<file path="config.mk">
export PLATFORM = sky130hd
export DESIGN_NAME = perf_mon_unit
export DESIGN_NICKNAME = d
export VERILOG_FILES = /design/src/rtl/pmu_pkg.sv /design/src/rtl/pmu_ctrl_reg.sv /design/src/rtl/pmu_evt_counter.sv /design/src/rtl/pmu_cyc_counter.sv /design/src/rtl/perf_mon_unit.sv
export SDC_FILE = /design/constraint.sdc
export NUM_CORES = 1
export LEC_CHECK = 0
export BUFFER_PORTS_ARGS = -buffer_cell sky130_fd_sc_hd__buf_2
export CAP_MARGIN = 20
export CORE_MARGIN = 5
export CORE_UTILIZATION = 60
export DETAILED_ROUTE_END_ITERATION = 10
export PLACE_DENSITY = 0.92
export SYNTH_ARGS = -nofsm -noshare
export SYNTH_HDL_FRONTEND = slang
export SYNTH_SLANG_ARGS = --single-unit
</file>
<file path="constraint.sdc">
create_clock -name clk -period 3.3 [get_ports clk]
set_input_delay 0.825 -clock clk [delete_from_list [all_inputs] [get_ports clk]]
set_output_delay 0.825 -clock clk [all_outputs]
set_load 0.01 [all_outputs]
</file>
<file path="src/rtl/pmu_pkg.sv">
package pmu_pkg;
  localparam int SEL_W     = 8;
  localparam int EVT_W     = 32;
  localparam int EVT_IDX_W = $clog2(EVT_W);
  localparam int DATA_W    = 32;
  localparam int NUM_CTR   = 3;

  // control word bit positions (software decodes these)
  localparam int CB_EN      = 0;
  localparam int CB_RST_EVT = 1;
  localparam int CB_RST_CYC = 2;
  localparam int CB_DIV     = 3;
  localparam int CB_IE_LO   = 4;
  localparam int CB_OVF_LO  = 8;
  localparam int CB_SEL1_LO = 12;
  localparam int CB_SEL0_LO = 20;

  localparam logic [SEL_W-1:0] CODE_CYCLES = 8'hFF;

  typedef enum logic [1:0] {
    RA_CTRL = 2'd0,
    RA_CYC  = 2'd1,
    RA_EVT0 = 2'd2,
    RA_EVT1 = 2'd3
  } reg_addr_e;

  // does the selected event fire this cycle
  function automatic logic event_fires(input logic [SEL_W-1:0] code,
                                       input logic [EVT_W-1:0] pulses);
    if (code == CODE_CYCLES) return 1'b1;
    if (code < SEL_W'(EVT_W)) return pulses[code[EVT_IDX_W-1:0]];
    return 1'b0;
  endfunction

  // sticky flag update: a new set wins over a clear in the same cycle
  function automatic logic [NUM_CTR-1:0] next_flags(input logic [NUM_CTR-1:0] cur,
                                                    input logic [NUM_CTR-1:0] clr,
                                                    input logic [NUM_CTR-1:0] set);
    return (cur & ~clr) | set;
  endfunction
endpackage

</file>
<file path="src/rtl/pmu_ctrl_reg.sv">
module pmu_ctrl_reg
  import pmu_pkg::*;
(
  input  logic                    clk,
  input  logic                    rst_n,
  input  logic                    wr_ctrl,
  input  logic [DATA_W-1:0]       wdata,
  input  logic [NUM_CTR-1:0]      wrap_evt,
  output logic                    count_en,
  output logic                    div_mode,
  output logic [NUM_CTR-1:0]      irq_en,
  output logic [NUM_CTR-1:0]      ovf_flags,
  output logic [SEL_W-1:0]        sel0,
  output logic [SEL_W-1:0]        sel1,
  output logic                    rst_evt_stb,
  output logic                    rst_cyc_stb,
  output logic [DATA_W-1:0]       ctrl_word
);
  logic [NUM_CTR-1:0] clr_req;
  logic               unused_wbits;

  assign rst_evt_stb  = wr_ctrl & wdata[CB_RST_EVT];
  assign rst_cyc_stb  = wr_ctrl & wdata[CB_RST_CYC];
  assign clr_req      = wr_ctrl ? wdata[CB_OVF_LO +: NUM_CTR] : '0;
  assign unused_wbits = ^{wdata[7], wdata[11], wdata[DATA_W-1:CB_SEL0_LO+SEL_W]};

  always_ff @(posedge clk or negedge rst_n) begin
    if (!rst_n) begin
      count_en  <= 1'b0;
      div_mode  <= 1'b0;
      irq_en    <= '0;
      ovf_flags <= '0;
      sel0      <= '0;
      sel1      <= '0;
    end else begin
      if (wr_ctrl) begin
        count_en <= wdata[CB_EN];
        div_mode <= wdata[CB_DIV];
        irq_en   <= wdata[CB_IE_LO +: NUM_CTR];
        sel0     <= wdata[CB_SEL0_LO +: SEL_W];
        sel1     <= wdata[CB_SEL1_LO +: SEL_W];
      end
      ovf_flags <= next_flags(ovf_flags, clr_req, wrap_evt);
    end
  end

  always_comb begin
    ctrl_word                          = '0;
    ctrl_word[CB_EN]                   = count_en;
    ctrl_word[CB_DIV]                  = div_mode;
    ctrl_word[CB_IE_LO +: NUM_CTR]     = irq_en;
    ctrl_word[CB_OVF_LO +: NUM_CTR]    = ovf_flags;
    ctrl_word[CB_SEL1_LO +: SEL_W]     = sel1;
    ctrl_word[CB_SEL0_LO +: SEL_W]     = sel0;
  end
endmodule

</file>
<file path="src/rtl/pmu_evt_counter.sv">
module pmu_evt_counter
  import pmu_pkg::*;
#(
  parameter int CNT_W = 32
) (
  input  logic              clk,
  input  logic              rst_n,
  input  logic              count_en,
  input  logic [SEL_W-1:0]  sel,
  input  logic [EVT_W-1:0]  pulses,
  input  logic              load,
  input  logic [CNT_W-1:0]  load_val,
  input  logic              clr,
  output logic [CNT_W-1:0]  count,
  output logic              wrap
);
  logic hit;

  assign hit  = count_en && event_fires(sel, pulses);
  assign wrap = hit && !load && !clr && (count == '1);

  always_ff @(posedge clk or negedge rst_n) begin
    if (!rst_n)    count <= '0;
    else if (clr)  count <= '0;
    else if (load) count <= load_val;
    else if (hit)  count <= count + CNT_W'(1);
  end
endmodule

</file>
<file path="src/rtl/pmu_cyc_counter.sv">
module pmu_cyc_counter #(
  parameter int CNT_W         = 32,
  parameter int PRESCALE_LOG2 = 6
) (
  input  logic              clk,
  input  logic              rst_n,
  input  logic              count_en,
  input  logic              div_mode,
  input  logic              load,
  input  logic [CNT_W-1:0]  load_val,
  input  logic              clr,
  output logic [CNT_W-1:0]  count,
  output logic              wrap
);
  logic [PRESCALE_LOG2-1:0] pre;
  logic                     tick;

  assign tick = count_en && (!div_mode || (pre == '1));
  assign wrap = tick && !load && !clr && (count == '1);

  always_ff @(posedge clk or negedge rst_n) begin
    if (!rst_n)                     pre <= '0;
    else if (clr)                   pre <= '0;
    else if (count_en && div_mode)  pre <= pre + PRESCALE_LOG2'(1);
  end

  always_ff @(posedge clk or negedge rst_n) begin
    if (!rst_n)    count <= '0;
    else if (clr)  count <= '0;
    else if (load) count <= load_val;
    else if (tick) count <= count + CNT_W'(1);
  end
endmodule

</file>
<file path="src/rtl/perf_mon_unit.sv">
module perf_mon_unit
  import pmu_pkg::*;
#(
  parameter int CNT_W         = 32,
  parameter int PRESCALE_LOG2 = 6
) (
  input  logic                clk,
  input  logic                rst_n,
  input  logic                reg_wr,
  input  logic [1:0]          reg_addr,
  input  logic [DATA_W-1:0]   reg_wdata,
  output logic [DATA_W-1:0]   reg_rdata,
  input  logic [EVT_W-1:0]    evt_pulse,
  output logic                irq
);
  localparam int NUM_EVT = 2;

  logic                         count_en;
  logic                         div_mode;
  logic [NUM_CTR-1:0]           irq_en;
  logic [NUM_CTR-1:0]           ovf_flags;
  logic [NUM_CTR-1:0]           wrap_evt;
  logic [SEL_W-1:0]             sel0;
  logic [SEL_W-1:0]             sel1;
  logic                         rst_evt_stb;
  logic                         rst_cyc_stb;
  logic [DATA_W-1:0]            ctrl_word;
  logic [NUM_EVT-1:0][SEL_W-1:0] sel_arr;
  logic [NUM_EVT-1:0][CNT_W-1:0] evt_cnt;
  logic [NUM_EVT-1:0]           evt_wrap;
  logic [CNT_W-1:0]             cyc_cnt;
  logic                         cyc_wrap;
  logic [CNT_W-1:0]             evt0_cnt;
  logic [CNT_W-1:0]             evt1_cnt;
  logic                         wr_ctrl;
  logic                         wr_cyc;

  assign wr_ctrl  = reg_wr && (reg_addr == RA_CTRL);
  assign wr_cyc   = reg_wr && (reg_addr == RA_CYC);
  assign sel_arr  = {sel1, sel0};
  assign wrap_evt = {cyc_wrap, evt_wrap[1], evt_wrap[0]};
  assign evt0_cnt = evt_cnt[0];
  assign evt1_cnt = evt_cnt[1];

  pmu_ctrl_reg u_ctrl (
    .clk        (clk),
    .rst_n      (rst_n),
    .wr_ctrl    (wr_ctrl),
    .wdata      (reg_wdata),
    .wrap_evt   (wrap_evt),
    .count_en   (count_en),
    .div_mode   (div_mode),
    .irq_en     (irq_en),
    .ovf_flags  (ovf_flags),
    .sel0       (sel0),
    .sel1       (sel1),
    .rst_evt_stb(rst_evt_stb),
    .rst_cyc_stb(rst_cyc_stb),
    .ctrl_word  (ctrl_word)
  );

  for (genvar g = 0; g < NUM_EVT; g++) begin : g_evt
    logic load_g;
    assign load_g = reg_wr && (reg_addr == (2'(RA_EVT0) + 2'(g)));
    pmu_evt_counter #(.CNT_W(CNT_W)) u_cnt (
      .clk     (clk),
      .rst_n   (rst_n),
      .count_en(count_en),
      .sel     (sel_arr[g]),
      .pulses  (evt_pulse),
      .load    (load_g),
      .load_val(reg_wdata[CNT_W-1:0]),
      .clr     (rst_evt_stb),
      .count   (evt_cnt[g]),
      .wrap    (evt_wrap[g])
    );
  end

  pmu_cyc_counter #(.CNT_W(CNT_W), .PRESCALE_LOG2(PRESCALE_LOG2)) u_cyc (
    .clk     (clk),
    .rst_n   (rst_n),
    .count_en(count_en),
    .div_mode(div_mode),
    .load    (wr_cyc),
    .load_val(reg_wdata[CNT_W-1:0]),
    .clr     (rst_cyc_stb),
    .count   (cyc_cnt),
    .wrap    (cyc_wrap)
  );

  assign irq = |(ovf_flags & irq_en);

  always_comb begin
    unique case (reg_addr)
      RA_CTRL: reg_rdata = ctrl_word;
      RA_CYC:  reg_rdata = DATA_W'(cyc_cnt);
      RA_EVT0: reg_rdata = DATA_W'(evt0_cnt);
      default: reg_rdata = DATA_W'(evt1_cnt);
    endcase
  end
endmodule

</file>
Yosys cells after proc, flatten, opt, wreduce, memory -nomap -nowiden. Cells that the tools add are included.

Bits of input ports: 69. Logic and storage cells: 94. Flip-flop bits (word level): 126.

Order comparisons: 4. Reduce and logical (&&, ||, !) cells: 30. Add/sub/neg operators: 4. Bitwise operators: 6. Mux-type cells: 31. Equality and inequality tests: 9.

Operator list (number): 32-bit 2-to-1 mux (9); 32-bit by 1-bit adder with 32-bit output (second input constant) (3); 32-bit == test (second input constant) (3); 32-bit one-hot mux with 3 select lines (1); 1-bit logical AND (17); 8-bit == test (second input constant) (2); 8-bit by 6-bit < comparator with 1-bit output (second input constant) (2); 1-bit 2-to-1 mux (16); 5-bit by 6-bit < comparator with 1-bit output (second input constant) (2); 6-bit 2-to-1 mux (2); 1-bit binary-select mux with 5-bit select (2); 3-bit nonzero test (3); 6-bit by 1-bit adder with 6-bit output (second input constant) (1); 3-bit bitwise AND (2); 6-bit == test (second input constant) (1); 1-bit zero test (6); 2-bit == test (second input constant) (2); 3-bit 2-to-1 mux (1); 3-bit inverter (1); 3-bit bitwise OR (1); 3-bit OR reduction (1); 1-bit bitwise AND (2); 2-bit by 1-bit == test with 1-bit output (second input constant) (1); 2-bit zero test (1); 2 further kinds (2).

Logic depth before layout (Yosys ltp).
Depth after elaboration: 10. Depth in mapped cells: 10. Gate-level depth less buffers: 8.

Hierarchy. A second synthesis with hierarchy kept.

Cell total of the unflattened synthesis: 928. Area, all modules: 9266.4 um2.

Modules (own cells, without submodules): pmu_evt_counter (area each 2449.8 um2, cells an instance 270, instances 2, seq. area each 800.8 um2); pmu_cyc_counter (area each 2278.4 um2, cells an instance 252, instances 1, seq. area each 950.9 um2); pmu_ctrl_reg (area each 1226.2 um2, cells an instance 89, instances 1, seq. area each 600.6 um2); perf_mon_unit (area each 862.1 um2, cells an instance 47, instances 1, seq. area each 0.0 um2).

Worst setup path after synthesis. Ideal clock, no wire load.

Path kind: input port to output port. Start: input port reg_addr[0]. End: output port reg_rdata[10]. Required time: 2.475 ns. Stages on the path: 3. Setup slack: 0.092 ns. Arrival time: 2.383 ns. Cells stage by stage: buf_1 -> buf_1 -> mux4_2.

Word-level cells in the longest chain between the ends: 2.

RTL lines: start, declared (line perf_mon_unit.sv:10) `input logic [1:0] reg_addr,`; 2-bit == test (tied with other cells) (line perf_mon_unit.sv:94) `unique case (reg_addr)`; 32-bit one-hot mux with 3 select lines * (line perf_mon_unit.sv:94); end, declared (line perf_mon_unit.sv:12) `output logic [DATA_W-1:0] reg_rdata,`.

Mark *: on every way between the ends. The rest lies on a longest branch, timed or not.

Worst setup path after layout.
Start: register u_ctrl.sel1[0]. End: register g_evt[1].u_cnt.count[12].

Word-level cells in the longest chain between the ends: 7.

RTL lines: start, declared (line pmu_ctrl_reg.sv:14) `output logic [SEL_W-1:0] sel1,`; start signal, assigned (line pmu_ctrl_reg.sv:41) `sel1 <= wdata[CB_SEL1_LO +: SEL_W];`; 8-bit by 6-bit < comparator with 1-bit output / 1-bit binary-select mux with 5-bit select (equally long branches) (line pmu_pkg.sv:31) `if (code < SEL_W'(EVT_W)) return pulses[code[EVT_IDX_W-1:0]];`; 1-bit 2-to-1 mux (2 in a row) (line pmu_pkg.sv:31); 1-bit 2-to-1 mux (line pmu_pkg.sv:32) `return 1'b0;`; 1-bit 2-to-1 mux * (line pmu_pkg.sv:31); 1-bit logical AND * (line pmu_evt_counter.sv:19) `assign hit = count_en && event_fires(sel, pulses);`; 3-bit nonzero test (no source line) *; end signal, assigned (line pmu_evt_counter.sv:25) `else if (load) count <= load_val;`; end signal, assigned (line pmu_evt_counter.sv:26) `else if (hit) count <= count + CNT_W'(1);`; end, declared (line pmu_evt_counter.sv:14) `output logic [CNT_W-1:0] count,`.

Mark *: on every way between the ends. The rest lies on a longest branch, timed or not. The select of a mux whose other input is x is not followed. A chain may end at the register's enable or synchronous reset.

==> flow_summary.json <==
{
  "status": "finished clean",
  "antenna_found_initial": 0,
  "synth_ff_type": "dfrtp_1",
  "gr-total-overflow": 0,
  "syn_to_final_growth_pct": 16.33,
  "cpMostUsedCell": "buf_4",
  "route.final.wire_length_um": 30860,
  "max-vdd-ir-drop_mv": 0.4113,
  "dieHeight_um": 131.1,
  "endpoint": "g_evt[1].u_cnt.count[12]",
  "dieArea_um2": 17190,
  "synth_top_family_by_area": "simple AND/OR/NAND/NOR gates",
  "dr_total_vias": 9335,
  "crit_fanout": 12,
  "numCtsBuffers": 17,
  "core_area_um2": 14480,
  "htreeDepth": 4,
  "path_clk_slew_ns": 0.06,
  "antenna_cells": 0,
  "clock_skew_ns": 0.005413,
  "dpl.hpwl_um": 21400,
  "ant_nets": 0,
  "syn_area_um2": 8802,
  "maxClockFrequency_mhz": 317.0,
  "crit_path_end_kind": "register",
  "drt-pass1-iter-count": 6,
  "relSlewSlack_pct": 38.48,
  "switching_share_pct": 33.57,
  "slowest_delay_ns": 0.60,
  "grt_pass1_vias": 8986,
  "p_int_w": 0.003721,
  "path_depth": 8,
  "fp-row-count": 44,
  "timing_hold_violations_final": 0,
  "ctsRootBufferMaster": "clkbuf_16",
  "synth_xor_area_share_pct": 6.269,
  "clock_latency_ns": 0.43,
  "p_switching_w": 0.001881,
  "holdBufCountCts": 0,
  "avgSynthCellArea_um2": 8.991,
  "worst-path-buf-inv": 2,
  "power_density_nw_per_um2": 547.1,
  "cts_sinks": 126,
  "grt_pass1_wl_um": 48520,
  "min_period_ns": 3.154,
  "pwr-share-seq_pct": 41.1,
  "ios": 102,
  "grt_usage_pct": 35.02,
  "synth_fa_ha_area_share_pct": 0.5686,
  "portBuffers": 101,
  "synth-async-reset-ratio_pct": 100.0,
  "clk_path_buf_depth": 2,
  "nets": 1147,
  "synth_seq_cells": 126,
  "cts_tree": "done",
  "reg2reg_slack_ns": 0.15,
  "layout-drive-gt1-share_pct": 22.63,
  "synth_top_area_share_pct": 35.82,
  "gp_congestion": 1.075,
  "wl_per_cell_um": 24.28,
  "hp-class": "in -> async",
  "grt_start_max_net_pins": 127,
  "total_power_w": 0.005602,
  "cap_violations": 0,
  "yosys.area_share.simple_pct": 20.81,
  "synthTopCellsByArea": "dfrtp_1 (36%), mux4_2 (8.4%), a21oi_1 (4.8%), xnor2_1 (4.3%), o21ai_0 (4.3%)",
  "postSynthCellCount": 979,
  "drc": 0,
  "arrival_ns": 3.45,
  "fp.dieW_um": 131.1,
  "leakagePower_nw": 3.976,
  "synth_warnings": 0,
  "synthMuxAreaShare_pct": 14.74,
  "crit_path_top_delay_cell": "mux4_1",
  "post_cts_resized": 1,
  "tightest_slew_ns": 0.9228,
  "slew_violations": 0,
  "design_area_um2": 10240,
  "synth_edf_count": 0,
  "routed_via_density": 7.345,
  "period_share_pct": 95.59,
  "ys_types": 59,
  "placed_area_um2": 9643,
  "reg2reg_to": "g_evt[1].u_cnt.count[12]",
  "crit_start": "u_ctrl.sel1[0]",
  "worst-endpoint-required_ns": 3.60,
  "ys_seq_area_share_pct": 35.82,
  "synth_largest_area_cell": "dfrtp_1",
  "initial_core_util_pct": 60.79,
  "reg2reg_depth": 8,
  "synth_compound_area_share_pct": 17.68,
  "worstSetupPathType": "reg -> reg",
  "power_frac_clock_pct": 33.9,
  "drtIter0Drc": 1588,
  "holdWs_ns": 0.4730,
  "timing.critical_path.max_delay_family": "compound AO/OA/AOI/OAI gates",
  "reg2reg_from": "u_ctrl.sel1[0]",
  "cts_setup_buffers": 0,
  "cp-start-kind": "register",
  "combPwrFrac_pct": 25.0,
  "cp_cell_sequence": "mux4_1 > nor2b_1 > a2111oi_1 > or4_4 > buf_4 > nor3_1 > buf_4 > a2111oi_0",
  "finalSetupViolations": 0,
  "syn_nets": 1052
}
-- through the flow --
stage / setup TNS [ns] / util (%) / setup WS, ns / std cells
after floorplan: 0 / - / 0.09157 / 979
after global placement: 0 / 66.60 / 0.1400 / 1239
after detailed placement: -0.2088 / 66.60 / -0.08694 / 1239
after CTS: 0 / 70.69 / 0.1683 / 1271
after global routing: -0.06380 / 70.72 / -0.06380 / 1271
final: 0 / 70.72 / 0.1455 / 1271
-- worst min-delay path by stage --
stage | to | slack, ns
global placement | u_ctrl.ovf_flags[2] | 0.49
global route | g_evt[0].u_cnt.count[6] | 0.56
floorplan | u_ctrl.ovf_flags[2] | 0.45
detailed placement | u_ctrl.ovf_flags[2] | 0.51
CTS | u_ctrl.ovf_flags[2] | 0.54
finish | g_evt[1].u_cnt.count[1] | 0.47
-- power by group through the flow --
stage / clock [W] / combinational, W / sequential, W
2_1_floorplan: 0 / 0.000981 / 0.00210
3_3_place_gp: 0 / 0.00130 / 0.00227
3_5_place_dp: 0 / 0.00134 / 0.00228
4_1_cts: 0.00189 / 0.00137 / 0.00227
5_1_grt: 0.00196 / 0.00151 / 0.00233
6_report: 0.00190 / 0.00140 / 0.00230
-- logic make-up after synthesis --
kind of cell | after synthesis
multiplexers | 77
flip-flops | 126
adder cells (fa/ha/maj) | 4
AO/OA/AOI/OAI | 253
AND/OR/NAND/NOR | 368
XOR/XNOR | 63
buffers and inverters | 88
-- layout by cell type, fill, tap and decap left out, types with 14 or more instances in the layout --
cell,count
buf_4,43
nor3_1,43
nand3_1,46
mux4_2,33
a211oi_1,27
o21ai_0,75
clkbuf_16,17
a21oi_1,84
mux2_2,26
inv_1,17
xor2_1,20
nand4_1,34
nor4_1,14
dfrtp_1,125
nor2_1,73
nand2_1,95
buf_2,100
xnor2_1,43
-- flip-flops by register name, summed over array words and instances, names as in the netlist --
| signal | count |
|---|---|
| g_evt.u_cnt.count | 64 |
| u_cyc.count | 32 |
| u_ctrl.sel0 | 8 |
| u_ctrl.sel1 | 8 |
| u_cyc.pre | 6 |
| u_ctrl.irq_en | 3 |
| u_ctrl.ovf_flags | 3 |
| u_ctrl.count_en | 1 |
| u_ctrl.div_mode | 1 |
-- final cells by class --
cell class	count	area, µm²
Clock buffer	27	513.0
Tap cell	184	230.2
Fill cell	972	4239
Multi-Input combinational cell	765	5298
Timing Repair Buffer	147	903.4
Clock inverter	5	77.57
Sequential cell	126	3154
Inverter	17	63.81
-- routing by layer --
layer | up-vias | GRT usage, % | part of all wire, %
li1 | 3879 | - | -
met5 | - | 0 | 0
met2 | 843 | 51.92 | 44
met3 | 234 | 11.12 | 15
met1 | 4379 | 45.39 | 35
met4 | 0 | 20.15 | 6.8
-- synthesized netlist by cell type, types with 4 or more instances --
cell type / n
inv_1: 17
a211oi_1: 27
buf_2: 7
mux4_2: 33
or3_1: 8
clkbuf_1: 53
mux2i_1: 13
nor3_1: 43
xnor2_1: 43
o211ai_1: 4
or2_2: 4
nor2_1: 73
mux4_1: 5
and3_1: 12
xor2_1: 20
and4_1: 12
and2_1: 8
a311oi_1: 11
ha_1: 4
a2111oi_0: 6
nand3_1: 46
o22ai_1: 9
mux2_2: 26
a22o_1: 10
buf_1: 7
a21oi_1: 84
nand2_1: 95
nor4_1: 14
dfrtp_1: 126
o21ai_0: 75
nand4_1: 34
Note: power is estimated with default switching activity, not from simulation.
